<file path="config.mk">
export PLATFORM = sky130hd
export DESIGN_NAME = nvb_ctrl
export DESIGN_NICKNAME = d
export VERILOG_FILES = /design/src/rtl/nvb_pkg.sv /design/src/rtl/nvb_array.sv /design/src/rtl/nvb_wr_seq.sv /design/src/rtl/nvb_regs.sv /design/src/rtl/nvb_ctrl.sv
export SDC_FILE = /design/constraint.sdc
export NUM_CORES = 1
export LEC_CHECK = 0
export CORE_UTILIZATION = 55
export DETAILED_ROUTE_END_ITERATION = 7
export GPL_TIMING_DRIVEN = 0
export PLACE_DENSITY = 0.71
export SLEW_MARGIN = 20
export SYNTH_ARGS = -nofsm -noshare
export SYNTH_HDL_FRONTEND = slang
export SYNTH_HIERARCHICAL = 1
export SYNTH_SLANG_ARGS = --single-unit
</file>
<file path="constraint.sdc">
create_clock -name clk -period 3 [get_ports clk]
set_input_delay 0.45 -clock clk [delete_from_list [all_inputs] [get_ports clk]]
set_output_delay 0.45 -clock clk [all_outputs]
set_load 0.005 [all_outputs]
</file>
<file path="src/rtl/nvb_pkg.sv">
package nvb_pkg;
  localparam int REG_W = 8;

  localparam logic [1:0] SEL_ADDR = 2'd0;
  localparam logic [1:0] SEL_DATA = 2'd1;
  localparam logic [1:0] SEL_CTL  = 2'd2;

  localparam int B_RD   = 0;
  localparam int B_WR   = 1;
  localparam int B_EN   = 2;
  localparam int B_ERR  = 3;
  localparam int B_DONE = 4;

  // true when every address bit above the implemented index is zero
  function automatic logic addr_ok(input logic [REG_W-1:0] a, input int idx_w);
    return (a >> idx_w) == '0;
  endfunction

  function automatic logic [REG_W-1:0] pack_ctl(input logic done, input logic err,
                                                input logic en, input logic wr,
                                                input logic rd);
    return {3'b000, done, err, en, wr, rd};
  endfunction
endpackage

</file>
<file path="src/rtl/nvb_array.sv">
module nvb_array #(
  parameter int IDX_W  = 6,
  parameter int DATA_W = 8
) (
  input  logic              clk,
  input  logic              erase_en,
  input  logic              prog_en,
  input  logic [IDX_W-1:0]  widx,
  input  logic [DATA_W-1:0] wdata,
  input  logic [IDX_W-1:0]  ridx,
  output logic [DATA_W-1:0] rdata
);
  localparam int DEPTH = 1 << IDX_W;

  logic [DATA_W-1:0] mem [DEPTH];

  // no reset: contents survive every reset
  always_ff @(posedge clk) begin
    if (prog_en)       mem[widx] <= wdata;
    else if (erase_en) mem[widx] <= '1;
  end

  assign rdata = mem[ridx];
endmodule

</file>
<file path="src/rtl/nvb_wr_seq.sv">
module nvb_wr_seq #(
  parameter int WR_CYCLES = 8
) (
  input  logic clk,
  input  logic rst_n,
  input  logic abort,
  input  logic start,
  output logic busy,
  output logic erase_pulse,
  output logic finish_pulse
);
  localparam int CNT_W = (WR_CYCLES > 2) ? $clog2(WR_CYCLES) : 1;
  localparam logic [CNT_W-1:0] LAST = CNT_W'(WR_CYCLES - 1);

  logic [CNT_W-1:0] cnt;

  always_ff @(posedge clk or negedge rst_n) begin
    if (!rst_n) begin
      busy <= 1'b0;
      cnt  <= '0;
    end else if (abort) begin
      busy <= 1'b0;
      cnt  <= '0;
    end else if (start && !busy) begin
      busy <= 1'b1;
      cnt  <= '0;
    end else if (busy) begin
      if (cnt == LAST) begin
        busy <= 1'b0;
        cnt  <= '0;
      end else begin
        cnt <= cnt + 1'b1;
      end
    end
  end

  assign erase_pulse  = busy && (cnt == '0) && !abort;
  assign finish_pulse = busy && (cnt == LAST) && !abort;
endmodule

</file>
<file path="src/rtl/nvb_regs.sv">
module nvb_regs
  import nvb_pkg::*;
#(
  parameter int IDX_W = 6
) (
  input  logic             clk,
  input  logic             rst_n,
  input  logic             abort,
  input  logic             bus_we,
  input  logic [1:0]       bus_sel,
  input  logic [REG_W-1:0] bus_wdata,
  input  logic             wr_busy,
  input  logic             wr_finish,
  input  logic [REG_W-1:0] arr_rdata,
  output logic [REG_W-1:0] addr_q,
  output logic [REG_W-1:0] data_q,
  output logic [REG_W-1:0] ctl_q,
  output logic [REG_W-1:0] bus_rdata,
  output logic             wr_start,
  output logic             rd_fire
);
  logic rd_q, en_q, err_q, done_q;
  logic ctl_wr;

  assign ctl_wr   = bus_we && (bus_sel == SEL_CTL);
  assign wr_start = ctl_wr && bus_wdata[B_WR] && en_q && !wr_busy && !abort;
  assign rd_fire  = rd_q && !abort;

  always_ff @(posedge clk or negedge rst_n) begin
    if (!rst_n) begin
      addr_q <= '0;
      data_q <= '0;
      rd_q   <= 1'b0;
      en_q   <= 1'b0;
      err_q  <= 1'b0;
      done_q <= 1'b0;
    end else begin
      if (bus_we && bus_sel == SEL_ADDR) addr_q <= bus_wdata;

      if (rd_fire)
        data_q <= addr_ok(addr_q, IDX_W) ? arr_rdata : '0;
      else if (bus_we && bus_sel == SEL_DATA)
        data_q <= bus_wdata;

      if (abort) begin
        rd_q <= 1'b0;
        en_q <= 1'b0;
        if (wr_busy)     err_q <= 1'b1;
        else if (ctl_wr) err_q <= bus_wdata[B_ERR];
      end else begin
        // read request: set-only by software, cleared after one cycle
        rd_q <= (ctl_wr && bus_wdata[B_RD]) ? 1'b1 : 1'b0;
        if (ctl_wr) begin
          en_q  <= bus_wdata[B_EN];
          err_q <= bus_wdata[B_ERR];
        end
      end

      if (wr_finish)   done_q <= 1'b1;
      else if (ctl_wr) done_q <= bus_wdata[B_DONE];
    end
  end

  assign ctl_q = pack_ctl(done_q, err_q, en_q, wr_busy, rd_q);

  always_comb begin
    case (bus_sel)
      SEL_ADDR: bus_rdata = addr_q;
      SEL_DATA: bus_rdata = data_q;
      SEL_CTL:  bus_rdata = ctl_q;
      default:  bus_rdata = '0;
    endcase
  end
endmodule

</file>
<file path="src/rtl/nvb_ctrl.sv">
module nvb_ctrl
  import nvb_pkg::*;
#(
  parameter int IDX_W     = 6,
  parameter int WR_CYCLES = 8
) (
  input  logic             clk,
  input  logic             rst_n,
  input  logic             warm_rst,
  input  logic             bus_we,
  input  logic [1:0]       bus_sel,
  input  logic [REG_W-1:0] bus_wdata,
  output logic [REG_W-1:0] bus_rdata,
  output logic             wr_done_irq
);
  // named internal events, watched by the bound checker
  logic             wr_start, wr_busy, wr_finish, erase_pulse, rd_fire;
  logic [REG_W-1:0] addr_q, data_q, ctl_q, arr_rdata;
  logic [IDX_W-1:0] tgt_idx;
  logic [REG_W-1:0] tgt_dat;
  logic             tgt_ok;

  nvb_regs #(.IDX_W(IDX_W)) u_regs (
    .clk(clk), .rst_n(rst_n), .abort(warm_rst),
    .bus_we(bus_we), .bus_sel(bus_sel), .bus_wdata(bus_wdata),
    .wr_busy(wr_busy), .wr_finish(wr_finish), .arr_rdata(arr_rdata),
    .addr_q(addr_q), .data_q(data_q), .ctl_q(ctl_q), .bus_rdata(bus_rdata),
    .wr_start(wr_start), .rd_fire(rd_fire)
  );

  nvb_wr_seq #(.WR_CYCLES(WR_CYCLES)) u_seq (
    .clk(clk), .rst_n(rst_n), .abort(warm_rst), .start(wr_start),
    .busy(wr_busy), .erase_pulse(erase_pulse), .finish_pulse(wr_finish)
  );

  // target is captured at start so later register writes cannot disturb it
  always_ff @(posedge clk or negedge rst_n) begin
    if (!rst_n) begin
      tgt_idx <= '0;
      tgt_dat <= '0;
      tgt_ok  <= 1'b0;
    end else if (wr_start) begin
      tgt_idx <= addr_q[IDX_W-1:0];
      tgt_dat <= data_q;
      tgt_ok  <= addr_ok(addr_q, IDX_W);
    end
  end

  nvb_array #(.IDX_W(IDX_W), .DATA_W(REG_W)) u_array (
    .clk(clk),
    .erase_en(erase_pulse && tgt_ok),
    .prog_en(wr_finish && tgt_ok),
    .widx(tgt_idx), .wdata(tgt_dat),
    .ridx(addr_q[IDX_W-1:0]), .rdata(arr_rdata)
  );

  assign wr_done_irq = ctl_q[B_DONE];
endmodule

</file>
=== Yosys cells after proc, flatten, opt, wreduce, memory -nomap -nowiden ===
Memory sizes are Yosys's and may differ from the RTL's.
Index checks and enable logic that the tools add are counted.

* Add/sub/neg operators: 1
* Reductions and logical operators: 25
* Bitwise logic cells: 1
* Multiplexer cells: 27
* Eq/ne operators: 3

{| class="wikitable"
|+ Operator list
! kind !! count
|-
| $mux W8 || 4
|-
| $pmux W8 S3 || 1
|-
| $mux W1 || 18
|-
| $logic_and A1 B1 Y1 || 16
|-
| $mux W3 || 4
|-
| $logic_not A8 Y1 || 1
|-
| $reduce_bool A2 Y1 || 3
|-
| $add A3 B1 Y3 const B || 1
|-
| $eq A3 B3 Y1 const B || 1
|-
| $logic_not A3 Y1 || 1
|-
| $reduce_bool A3 Y1 || 1
|-
| $eq A2 B1 Y1 const B || 1
|-
| $eq A2 B2 Y1 const B || 1
|-
| $logic_not A1 Y1 || 2
|-
| $logic_not A2 Y1 || 1
|-
| $or A1 B1 Y1 || 1
|}

* Bits of input ports: 14
* Memories: 1
* Output and inout bits: 9
* Logic and storage cells: 69
* Register bits after elaboration: 39
* Bits in writable memories: 512

{| class="wikitable"
|+ Memory list
! name !! depth !! width !! read ports !! clocked after memory_dff !! write ports !! line !! source
|-
| u_array.mem || 64 || 8 || 1 || 0 || 1 || nvb_array.sv:15 || <nowiki>logic [DATA_W-1:0] mem [DEPTH];</nowiki>
|}

=== Depth between registers and ports, before layout ===
Gate-level depths: netlist of the first run.

* Depth after elaboration: 9
* Depth in mapped cells: 11
* Depth with buffers taken out: 8

=== Modules after synthesis ===
The synthesis of the first run kept the hierarchy.

{| class="wikitable"
|+ Modules (own cells, without submodules)
! module !! area an instance (µm²) !! times used !! cells each
|-
| nvb_array || 20011.7 || 1 || 936
|-
| nvb_regs || 1101.1 || 1 || 103
|-
| nvb_ctrl || 629.4 || 1 || 35
|-
| nvb_wr_seq || 239.0 || 1 || 21
|}

=== Worst setup path before layout of the first run ===
Ideal clock, no wire load.

* Path type: reg2reg
* From: register u_seq.cnt[0]
* To: memory u_array.mem[0][0] (data pin)
* Clock period less this slack: 2569 ps
* Cell stages (with the launch flop): 7
* Buffers on the path: 0
* Setup time: 376 ps
* Arrival time: 2193 ps
* Data required time: 2624 ps
* Path slack: 431 ps
* Path through: dfrtp_1 -> ha_1 -> ha_1 -> and3b_2 -> and2_1 -> nand2b_1 -> nand2b_1

* Elaborated cells on any way between the ends: 12
* Those cells by class: eq/ne (1); mux (4); reduce/logical (7)

{| class="wikitable"
|+ RTL lines
! element !! line !! source
|-
| start: declaration || nvb_wr_seq.sv:15 || <nowiki>logic [CNT_W-1:0] cnt;</nowiki>
|-
| start signal: assignment || nvb_wr_seq.sv:32 || <nowiki>cnt <= cnt + 1'b1;</nowiki>
|-
| $eq A3 B3 Y1 || nvb_wr_seq.sv:38 || <nowiki>assign finish_pulse = busy && (cnt == LAST) && !abort;</nowiki>
|-
| $logic_and A1 B1 Y1 (2 in series) || nvb_wr_seq.sv:38 ||
|-
| named net wr_finish || nvb_ctrl.sv:17 || <nowiki>logic wr_start, wr_busy, wr_finish, erase_pulse, rd_fire;</nowiki>
|-
| $logic_and A1 B1 Y1 || nvb_ctrl.sv:52 || <nowiki>.prog_en(wr_finish && tgt_ok),</nowiki>
|-
| $mux W1 || nvb_array.sv:19 || <nowiki>if (prog_en) mem[widx] <= wdata;</nowiki>
|-
| $mux W1 (not written as such) || nvb_array.sv:20 || <nowiki>else if (erase_en) mem[widx] <= '1;</nowiki>
|-
| $mux W8 (no source line) || -- ||
|-
| end: declaration || nvb_array.sv:15 ||
|}

The timed path passes the listed nets, and every way through them passes these cells.

=== Worst setup path in the final report of the first run ===
* From: register u_seq.cnt[0]
* To: memory u_array.mem[31][5], enable pin

* Elaborated cells on any way between the ends: 14
* Those cells by class: eq/ne (1); mux (5); bitwise (1); reduce/logical (7)

{| class="wikitable"
|+ RTL lines
! element !! line
|-
| $eq A3 B3 Y1 (*) || nvb_wr_seq.sv:38
|-
| $logic_and A1 B1 Y1 (*) (2 in series) || nvb_wr_seq.sv:38
|-
| named net wr_finish || nvb_ctrl.sv:17
|-
| $logic_and A1 B1 Y1 (*) || nvb_ctrl.sv:52
|-
| $mux W1 || nvb_array.sv:19
|-
| $mux W1, on equally long branches || nvb_array.sv:19, nvb_array.sv:20
|-
| $or A1 B1 Y1 (no source line) (*) || --
|}

Mark *: on every way through the listed nets, which the timed path passes. The rest lies on a longest branch.

==> Flow_metrics.wiki, run 1 <==
{| class="wikitable"
! Metric !! Value
|-
| Status || finished, violations left
|-
| Violations in the final reports || DRC, setup timing
|-
| Synthesized cell area || 21900 sq um
|-
| Global-route total usage across every layer || 24.9%
|-
| Ratio of final minimum period to clock period || 104%
|-
| Top-Level Pins || 23
|-
| Largest fanout of any net on the critical path || 8
|-
| Clock buffer depth || 3
|-
| Sw Ratio || between 20% and 30%
|-
| Relative area change from synthesis to final layout || 13.9%
|-
| Sum of internal, switching and leakage power || 17600 uW
|-
| Floorplan die area || just over 40000 sq um
|-
| Number of antenna violations at the first check in global routing || 0
|-
| Cell at the root of the clock tree || sky130_fd_sc_hd__clkbuf_16
|-
| Wire length of the first global-routing pass || 73300 um
|-
| Routability congestion estimate from global placement || around 1
|-
| Switch Pwr || approximately 4200 uW
|-
| Detailed Route Iter0 Violations || 1210
|-
| Total iterations of the first detailed-routing run || 8
|-
| Post-Route Hold Slack || 359 ps
|-
| Launching instance or port of the critical path || u_seq/cnt[0]
|-
| Vertical extent of the die || just over 200 um
|-
| R2r startpoint || u_seq/cnt[0]
|-
| Power density over the cells || between 700 and 800 nW/um^2
|-
| CTS tree || built
|-
| Yosys warnings || 6
|-
| Number of H-tree levels || 2
|-
| Max-slew violations || 0
|-
| Final hold vios || 0
|-
| # setup viols final || between 100 and 150
|-
| Detail-routed net length per standard cell || 28.7 um
|-
| Synthesized instance count || 1087
|-
| Clock Skew || roughly 15 ps
|-
| Post-CTS setup buffer count || 0
|-
| Arrival time worst endpoint || 3340 ps
|-
| Comb pwr share || between 10% and 20%
|-
| Overall via count from detail_route || 11100
|-
| Standard cell core area || 39000 sq um
|-
| Clock period minus final worst setup slack || 3110 ps
|-
| Clock power frac || 38.4%
|-
| Inserted Clock Buffers || 55
|-
| Sequential share of power || 48.2%
|-
| Clock transition at the registers of the reported paths || roughly 60 ps
|-
| Worst setup SP type || flip-flop
|-
| Total inserted antenna cells || 0
|-
| Number of max-cap violations || 0
|-
| Total internal power || 13400 uW
|-
| Achievable frequency || 322 MHz
|-
| Net count of the mapped netlist || 1104
|-
| RSZ-0062 raised after global routing || true
|-
| Ratio of cells with drive above 1 in the final layout || between 20% and 30%
|-
| Worst setup slack before clock tree synthesis || -732 ps
|-
| Routed wire length || 49600 um
|-
| Worst vdd rail ir drop || 0.452 mV
|-
| Slew @ Worst Pin || 937 ps
|-
| Worst-skew pair later-pin latency || about 600 ps
|-
| Critical path type || flip-flop to flip-flop
|-
| Initial standard-cell utilization of the core || 56.2%
|-
| Number of global-route vias before repair || approximately 11000
|-
| Layout net count || between 1000 and 1500
|-
| Pin count of the biggest net entering global routing || 65
|-
| X dimension of the die || a little over 200 um
|-
| Total number of clock tree sinks || 551
|-
| Placed wire-length estimate || 30800 um
|-
| Total number of placement rows || roughly 70
|-
| Reported leakage power || 0.00781 uW
|-
| Critical path required time || 3230 ps
|-
| GRT Residual Overflow || 0
|-
| Final worst-path setup slack || -106 ps
|-
| Count of nets left with antenna violations after detail routing || 0
|-
| Count of buffers from port buffering || 22
|-
| Tightest slew margin relative to the limit || roughly 38%
|-
| Via-to-Cell Ratio || 6.44
|-
| Worst Hold Class || primary input to asynchronous set/reset pin
|-
| Remaining design rule violation count || 4
|-
| Kind of capture point of the worst setup path || flip-flop
|-
| Synthesized area divided by synthesized cell count || 20.2 sq um
|}
## layout make-up
cell class                 instances  area (sq um)
sequential                       551         16400
inverter                           3          11.3
buffer                            61           432
fill                            2622         14000
timing repair buffer              26           300
clock buffer                      71          1480
multi-input combinational        473          5450
clock inverter                    27           302
tap                              518           648
## worst paths after layout
check,end,slack (ps),cells after the start
max in group asynchronous,tgt_idx[5],2160,3
worst max register to register,u_array/mem[31][5],-110,8
min in group clk,tgt_dat[3],500,1
worst min register to register,tgt_dat[3],500,1
worst min-delay path,u_regs/en_q,360,2
worst max-delay path,u_array/mem[31][5],-110,8
## critical path, cell delays in order, from the launching register on
cell	delay [ps]
sky130_fd_sc_hd__dfrtp_1	370
sky130_fd_sc_hd__ha_1	160
sky130_fd_sc_hd__ha_1	180
sky130_fd_sc_hd__and3b_2	220
sky130_fd_sc_hd__and2_1	140
sky130_fd_sc_hd__nor2_1	80
sky130_fd_sc_hd__nor2b_1	290
sky130_fd_sc_hd__nand3_1	620
sky130_fd_sc_hd__nor2_2	700
## layer usage
metal | GRT usage [%] | vias to the layer above | routed length [um]
li1 | - | 4634 | -
met1 | 36.9 | 5910 | 20700
met2 | 37.9 | 528 | 23500
met3 | 4.84 | 75 | 4290
met4 | 7.87 | 0 | 1070
met5 | 0 | - | 0
## placed cells by master (no fill, tap or decap), types with 4 or more instances in the layout
cell type and instances:
sky130_fd_sc_hd__o221ai_1 12, sky130_fd_sc_hd__buf_2 10, sky130_fd_sc_hd__clkdlybuf4s50_1 21, sky130_fd_sc_hd__nand2b_1 8
sky130_fd_sc_hd__nand2_1 38, sky130_fd_sc_hd__mux2_2 26, sky130_fd_sc_hd__nand3b_1 6, sky130_fd_sc_hd__nor2_1 27
sky130_fd_sc_hd__mux2_4 10, sky130_fd_sc_hd__a211oi_1 16, sky130_fd_sc_hd__mux2i_1 37, sky130_fd_sc_hd__clkbuf_4 10
sky130_fd_sc_hd__a21o_1 6, sky130_fd_sc_hd__bufinv_16 6, sky130_fd_sc_hd__o2bb2ai_1 6, sky130_fd_sc_hd__nor2_2 48
sky130_fd_sc_hd__a221oi_2 6, sky130_fd_sc_hd__clkbuf_1 28, sky130_fd_sc_hd__clkinv_2 7, sky130_fd_sc_hd__a21oi_1 5
sky130_fd_sc_hd__clkbuf_16 56, sky130_fd_sc_hd__clkinv_1 9, sky130_fd_sc_hd__dfrtp_1 39, sky130_fd_sc_hd__buf_12 4
sky130_fd_sc_hd__buf_4 13, sky130_fd_sc_hd__mux4_2 119, sky130_fd_sc_hd__nand3_1 6, sky130_fd_sc_hd__edfxtp_1 512
sky130_fd_sc_hd__nor2b_1 10, sky130_fd_sc_hd__buf_6 7, sky130_fd_sc_hd__nand2b_4 6, sky130_fd_sc_hd__mux2i_2 6
sky130_fd_sc_hd__o22ai_1 13, sky130_fd_sc_hd__o21ai_0 20
## sequential cells by signal, indices dropped and copies added, names as in the netlist, 3 cells and up
register,cells
tgt_idx,6
u_array/mem,512
tgt_dat,8
u_regs/data_q,8
u_regs/addr_q,8
u_seq/cnt,3
## through the flow
stage / utilization (%) / instances / instance area (sq um) / TNS [ps]
finish: 64.0 / 1730 / 25000 / -6830
CTS: 63.5 / 1729 / 24800 / -7640
detailed placement: 58.8 / 1630 / 22900 / -435740
global placement: 58.4 / 1627 / 22800 / -870010
floorplan: - / 1087 / 21900 / 0
global route: 64.0 / 1730 / 25000 / -42600
## power groups by stage
stage	Clock [uW]	Sequential (uW)	Combinational, uW
after floorplan	0	8650	1480
final	6780	8510	2350
after CTS	6880	8510	2290
after global placement	0	8680	2190
after global routing	7140	8510	2460
after detailed placement	0	8670	2230
## what timing repair did
item / CTS / global route
hold endpoints to repair: 19 / 0
resized for setup: 19 / 72
endpoints found under the setup margin: 129 / 533
hold buffers: 1 / 0
gates cloned: 0 / 1
Note: power is estimated with default switching activity, not from simulation.
==> run 2, diff against run 1 <==
==> constraint.sdc (replaced) <==
create_clock -name clk -period 3 [get_ports clk]
set_input_delay 0.3 -clock clk [delete_from_list [all_inputs] [get_ports clk]]
set_output_delay 0.3 -clock clk [all_outputs]
set_load 0.005 [all_outputs]
==> results of run 2 <==
The final DEF is identical to that of run 1. Status: finished, violations left: DRC, setup timing.
Among the figures that moved: setup slack after placement -732 ps -> -582 ps; hold slack 359 ps -> 209 ps
